==> src/rtl/apb_watch_pkg.sv <==
package apb_watch_pkg;
  typedef enum logic [1:0] {PH_IDLE = 2'd0, PH_SETUP = 2'd1, PH_ACCESS = 2'd2} phase_t;

  function automatic phase_t classify(input logic sel, input logic en);
    if (!sel) return PH_IDLE;
    else if (!en) return PH_SETUP;
    else return PH_ACCESS;
  endfunction
endpackage

==> src/rtl/apb_watch_wait.sv <==
module apb_watch_wait #(
  parameter int MAX_WAIT = 16,
  localparam int WW = $clog2(MAX_WAIT + 1)
) (
  input  logic          clk,
  input  logic          rst_n,
  input  logic          in_access,
  input  logic          pready,
  output logic          tmo_hit,
  output logic [WW-1:0] wcnt
);
  logic fired;
  localparam logic [WW-1:0] LAST = WW'(MAX_WAIT - 1);

  assign tmo_hit = in_access && !pready && (wcnt == LAST) && !fired;

  always_ff @(posedge clk) begin
    if (!rst_n) begin
      wcnt  <= '0;
      fired <= 1'b0;
    end else if (!in_access || pready) begin
      wcnt  <= '0;
      fired <= 1'b0;
    end else if (wcnt == LAST) begin
      fired <= 1'b1;
    end else begin
      wcnt <= wcnt + 1'b1;
    end
  end
endmodule

==> src/rtl/apb_watch_count.sv <==
module apb_watch_count #(
  parameter int W = 16
) (
  input  logic         clk,
  input  logic         rst_n,
  input  logic         inc,
  output logic [W-1:0] q
);
  always_ff @(posedge clk) begin
    if (!rst_n) q <= '0;
    else if (inc && (q != {W{1'b1}})) q <= q + 1'b1;
  end
endmodule

==> src/rtl/apb_watch_phase.sv <==
module apb_watch_phase
  import apb_watch_pkg::*;
(
  input  logic clk,
  input  logic rst_n,
  input  logic psel,
  input  logic penable,
  input  logic pwrite,
  input  logic pready,
  input  logic tmo_hit,
  output logic in_access,
  output logic inc_wr,
  output logic inc_rd,
  output logic err_setup,
  output logic err_timeout,
  output logic err_ctrl,
  output logic err_idle,
  output logic xfer_done
);
  phase_t ph;
  logic prev_setup, setup_pw, in_xfer, pw_match;
  logic done_pend, done_good;
  logic started_now, ok_now, finish_now;

  assign ph          = classify(psel, penable);
  assign in_access   = (ph == PH_ACCESS);
  assign started_now = in_access && (prev_setup || in_xfer);
  assign ok_now      = in_access && (pwrite == setup_pw) && (prev_setup || (in_xfer && pw_match));
  assign finish_now  = done_pend && (ph == PH_IDLE);
  assign inc_wr      = finish_now && done_good && setup_pw;
  assign inc_rd      = finish_now && done_good && !setup_pw;

  always_ff @(posedge clk) begin
    if (!rst_n) begin
      prev_setup  <= 1'b0;
      setup_pw    <= 1'b0;
      in_xfer     <= 1'b0;
      pw_match    <= 1'b0;
      done_pend   <= 1'b0;
      done_good   <= 1'b0;
      err_setup   <= 1'b0;
      err_timeout <= 1'b0;
      err_ctrl    <= 1'b0;
      err_idle    <= 1'b0;
      xfer_done   <= 1'b0;
    end else begin
      prev_setup <= (ph == PH_SETUP);
      if (ph == PH_SETUP) setup_pw <= pwrite;
      in_xfer   <= started_now && !pready;
      pw_match  <= ok_now;
      done_pend <= started_now && pready;
      if (started_now && pready) done_good <= ok_now;
      xfer_done <= finish_now;
      if (prev_setup && !in_access) err_setup <= 1'b1;
      if (prev_setup && in_access && (pwrite != setup_pw)) err_ctrl <= 1'b1;
      if (done_pend && (ph != PH_IDLE)) err_idle <= 1'b1;
      if (tmo_hit) err_timeout <= 1'b1;
    end
  end
endmodule

==> src/rtl/apb_watch.sv <==
module apb_watch #(
  parameter int CNT_W    = 16,
  parameter int MAX_WAIT = 16
) (
  input  logic             clk,
  input  logic             rst_n,
  input  logic             psel,
  input  logic             penable,
  input  logic             pwrite,
  input  logic             pready,
  output logic             err_setup,
  output logic             err_timeout,
  output logic             err_ctrl,
  output logic             err_idle,
  output logic             xfer_done,
  output logic [CNT_W-1:0] wr_count,
  output logic [CNT_W-1:0] rd_count
);
  localparam int WW = $clog2(MAX_WAIT + 1);

  logic          in_access, tmo_hit, inc_wr, inc_rd;
  logic [WW-1:0] wait_cnt;
  logic [1:0]    incs;
  logic [CNT_W-1:0] cnts [2];

  apb_watch_phase u_phase (
    .clk(clk), .rst_n(rst_n), .psel(psel), .penable(penable),
    .pwrite(pwrite), .pready(pready), .tmo_hit(tmo_hit),
    .in_access(in_access), .inc_wr(inc_wr), .inc_rd(inc_rd),
    .err_setup(err_setup), .err_timeout(err_timeout),
    .err_ctrl(err_ctrl), .err_idle(err_idle), .xfer_done(xfer_done)
  );

  apb_watch_wait #(.MAX_WAIT(MAX_WAIT)) u_wait (
    .clk(clk), .rst_n(rst_n), .in_access(in_access), .pready(pready),
    .tmo_hit(tmo_hit), .wcnt(wait_cnt)
  );

  assign incs = {inc_rd, inc_wr};

  for (genvar i = 0; i < 2; i++) begin : g_cnt
    apb_watch_count #(.W(CNT_W)) u_cnt (
      .clk(clk), .rst_n(rst_n), .inc(incs[i]), .q(cnts[i])
    );
  end

  assign wr_count = cnts[0];
  assign rd_count = cnts[1];
endmodule

==> config.mk <==
export PLATFORM = sky130hd
export DESIGN_NAME = apb_watch
export DESIGN_NICKNAME = d
export VERILOG_FILES = /design/src/rtl/apb_watch_pkg.sv /design/src/rtl/apb_watch_wait.sv /design/src/rtl/apb_watch_count.sv /design/src/rtl/apb_watch_phase.sv /design/src/rtl/apb_watch.sv
export SDC_FILE = /design/constraint.sdc
export NUM_CORES = 1
export LEC_CHECK = 0
export BUFFER_PORTS_ARGS = -buffer_cell sky130_fd_sc_hd__buf_2
export CORE_ASPECT_RATIO = 1.4
export CORE_MARGIN = 4
export CORE_UTILIZATION = 55
export DETAILED_ROUTE_END_ITERATION = 7
export GPL_TIMING_DRIVEN = 0
export HOLD_SLACK_MARGIN = 0.12
export PLACE_DENSITY = 0.81
export SLEW_MARGIN = 20
export SYNTH_ARGS = -nofsm -noshare
export SYNTH_HDL_FRONTEND = slang
export SYNTH_SLANG_ARGS = --single-unit
==> constraint.sdc <==
create_clock -name clk -period 1.95 [get_ports clk]
set_input_delay 0.195 -clock clk [delete_from_list [all_inputs] [get_ports clk]]
set_output_delay 0.195 -clock clk [all_outputs]
set_load 0.01 [all_outputs]
==> metrics.cfg <==
[floorplan]
die-area_um2 = 5325
num_rows = 27
io_pins = 43
core_region_area_um2 = 3986
die_w_um = 62.83
fp.dieH_um = 84.76
start_util_pct = 58.07

[sta]
max_freq_mhz = 535.3
slew-limit-headroom_pct = 60.56
rsz0062_at_grt = false
fin_crit_sh_pct = 95.80
setup_violations = 0
finalHoldViolations = 0
worstMarginPinSlew_ps = 583.3
min_period_ps = 1868
skew_ps = 4.775
slew_violations = 0

[routing]
first_pass_iters = 4
wirelength_um = 5577
vias = 2230
drcViolationCount = 0
wl_per_cell_um = 15.45
viasPerCell = 6.177
first_iter_violations = 115
detail-route-antenna-nets = 0

[finish]
antenna_cells = 0
area_growth_pct = 19.41
layout-drive-gt1-share_pct = 21.38
layout.cells.non_filler = 361
finalNetCount = 327
final_cell_mix = buf_2 (43), dfxtp_1 (43), a21oi_1 (29)

[critical_path]
setup.worst_path.end = g_cnt[0].u_cnt.q[11]$_SDFFE_PN0P_
critPathKind = reg2reg
cp_max_fo = 9
r2r_slack_ps = 80
r2r_end = g_cnt[0].u_cnt.q[11]$_SDFFE_PN0P_
worstPathArrival_ps = 2110
critPathLaunchType = register
cp_data_required_time_ps = 2190
startpoint = g_cnt[0].u_cnt.q[3]$_SDFFE_PN0P_
endpoint_kind = register
r2r_start = g_cnt[0].u_cnt.q[3]$_SDFFE_PN0P_
r2r.worst_path.cells = 4

[synth]
synth_seq_cells = 49
syn_avg_cell_area_um2 = 8.637
ys_seq_area_share_pct = 42.38
syn_inst = 268
synth_enable_flop_cells = 0
async_reset_ff_share_pct = 0
synth_warnings = 0
synth.distinct_cells = 42
syn_area_um2 = 2315
synth_ff_type = dfxtp_1
synth_nets = 278

[power_and_ir_drop]
p_total_w = 0.001809
peakVddDrop_uv = 512.5
powerDensity_nw_per_um2 = 654.5
p_leak_nw = 1.046

[clock_tree]
cts_tree = yes
htreeDepth = 2
cts.sinks = 49
clk_latency_ps = 300
cts_buffers = 5
postCtsHoldBufs = 0
clock_path_buffers = 2
root_buffer = clkbuf_8
path_clk_slew_ps = 90

[placed_design]
dp.cells = 352
place.gp.congestion = 0.8678
io_buffer_count = 41
post-dp-hpwl_um = 3954

[grt]
antenna_found_initial = 0
grt_pass1_wl_um = 9246
grt_max_degree = 15
first_global_vias = 2115
grt.total_usage_pct = 21.22
overflow = 0

[outcome]
status = complete, no violations

[flow_run]
max-cap-violations = 0

[hold_path]
hold_class = in2reg

==> what timing repair did <==
item                                    in CTS  in global routing
buffers inserted                             0                  1
pin swaps                                    1                  3
endpoints found under the setup margin      22                 27
resized for setup                            9                  9
==> layer usage <==
metal / up-vias / part of all wire [%] / track usage, %
met1: 1055 / 40 / 22.27
met4: 0 / 1.3 / 10.64
met2: 67 / 53 / 39.42
met3: 9 / 5.9 / 4.418
met5: - / 0 / 0
li1: 1099 / - / -
==> cell families after synthesis <==
family	Yosys count	synth area share, %
fa+ha+maj	4	2.162
simple gates	126	32.43
mux	8	3.460
buf+inv	17	3.027
xor+xnor	4	1.514
flops	49	42.38
compound gates	60	15.03
==> per-stage QoR <==
| step | setup WS (ps) | hold slack, ps | utilization, % | setup TNS, ps | cell area [um^2] |
|---|---|---|---|---|---|
| floorplan | 158.3 | 271.1 | - | 0 | 2315 |
| global placement | -192.9 | 436.2 | 64.56 | -2923 | 2574 |
| detailed placement | -199.9 | 453.8 | 64.56 | -3061 | 2574 |
| CTS | 22.84 | 145.8 | 68.36 | 0 | 2725 |
| global route | 2.819 | 162.3 | 69.33 | 0 | 2764 |
| finish | 81.97 | 153.8 | 69.33 | 0 | 2764 |
==> critical path, cell delays in order (launching register included) <==
cell and delay, ps:
dfxtp_2 430, nand4_1 260, or4b_4 570, or4_1 470
o21ai_1 80
==> power by group <==
part           leakage, nW  switching [W]  internal, W   total, W
logic                0.589      0.0000339    0.0000163  0.0000502
registers            0.398     0.00000465      0.00100    0.00101
clock network       0.0585       0.000333     0.000418   0.000752
total                 1.05       0.000372      0.00144    0.00181
==> cell usage after synthesis (all sizes together) (3+ instances only) <==
master | count | area (um^2)
a211oi | 3 | 22.52
a21oi | 29 | 145.1
and3 | 4 | 25.02
buf | 5 | 25.02
clkbuf | 8 | 30.03
dfxtp | 49 | 980.9
ha | 4 | 50.05
inv | 4 | 15.01
mux2i | 8 | 80.08
nand2 | 24 | 90.09
nand2b | 8 | 50.05
nand3 | 7 | 35.03
nand4 | 11 | 68.82
nor2 | 17 | 63.81
nor3 | 3 | 15.01
nor4 | 7 | 50.05
o21ai | 11 | 55.05
o31ai | 14 | 105.1
or2 | 4 | 25.02
or3 | 11 | 68.82
or4 | 14 | 105.1
xor2 | 3 | 26.28
==> flip-flops by register name (all words and copies together) (netlist names) <==
signal / cells
u_phase.done_good: 1
u_phase.in_xfer: 1
u_wait.fired: 1
u_phase.err_idle: 1
u_phase.err_timeout: 1
u_phase.pw_match: 1
u_phase.setup_pw: 1
u_phase.prev_setup: 1
u_wait.wcnt: 5
u_phase.err_ctrl: 1
g_cnt.u_cnt.q: 32
u_phase.xfer_done: 1
u_phase.done_pend: 1
u_phase.err_setup: 1
==> worst min-delay path by stage <==
stage | from | endpoint | slack [ps] | cells past startpoint
4_1_cts | psel | u_phase.xfer_done$_SDFF_PN0_ | 150 | 2
2_1_floorplan | psel | u_phase.xfer_done$_SDFF_PN0_ | 270 | 1
6_report | psel | u_phase.xfer_done$_SDFF_PN0_ | 150 | 2
5_1_grt | pwrite | u_phase.setup_pw$_SDFFE_PN0P_ | 160 | 3
3_3_place_gp | u_wait.fired$_SDFFE_PP0N_ | u_wait.fired$_SDFFE_PP0N_ | 440 | 2
3_5_place_dp | u_phase.err_timeout$_SDFFE_PN0P_ | u_phase.err_timeout$_SDFFE_PN0P_ | 450 | 2
==> area by class of cell <==
cell class	instances	area, um^2
buffer	13	66.31
clock buffer	7	86.33
clock inverter	1	30.03
fill	331	1222
inverter	4	15.01
multi-input combinational	202	1309
sequential	49	991.0
tap	43	53.80
timing repair buffer	42	212.7
No activity file was read; power rests on OpenSTA's default activity.
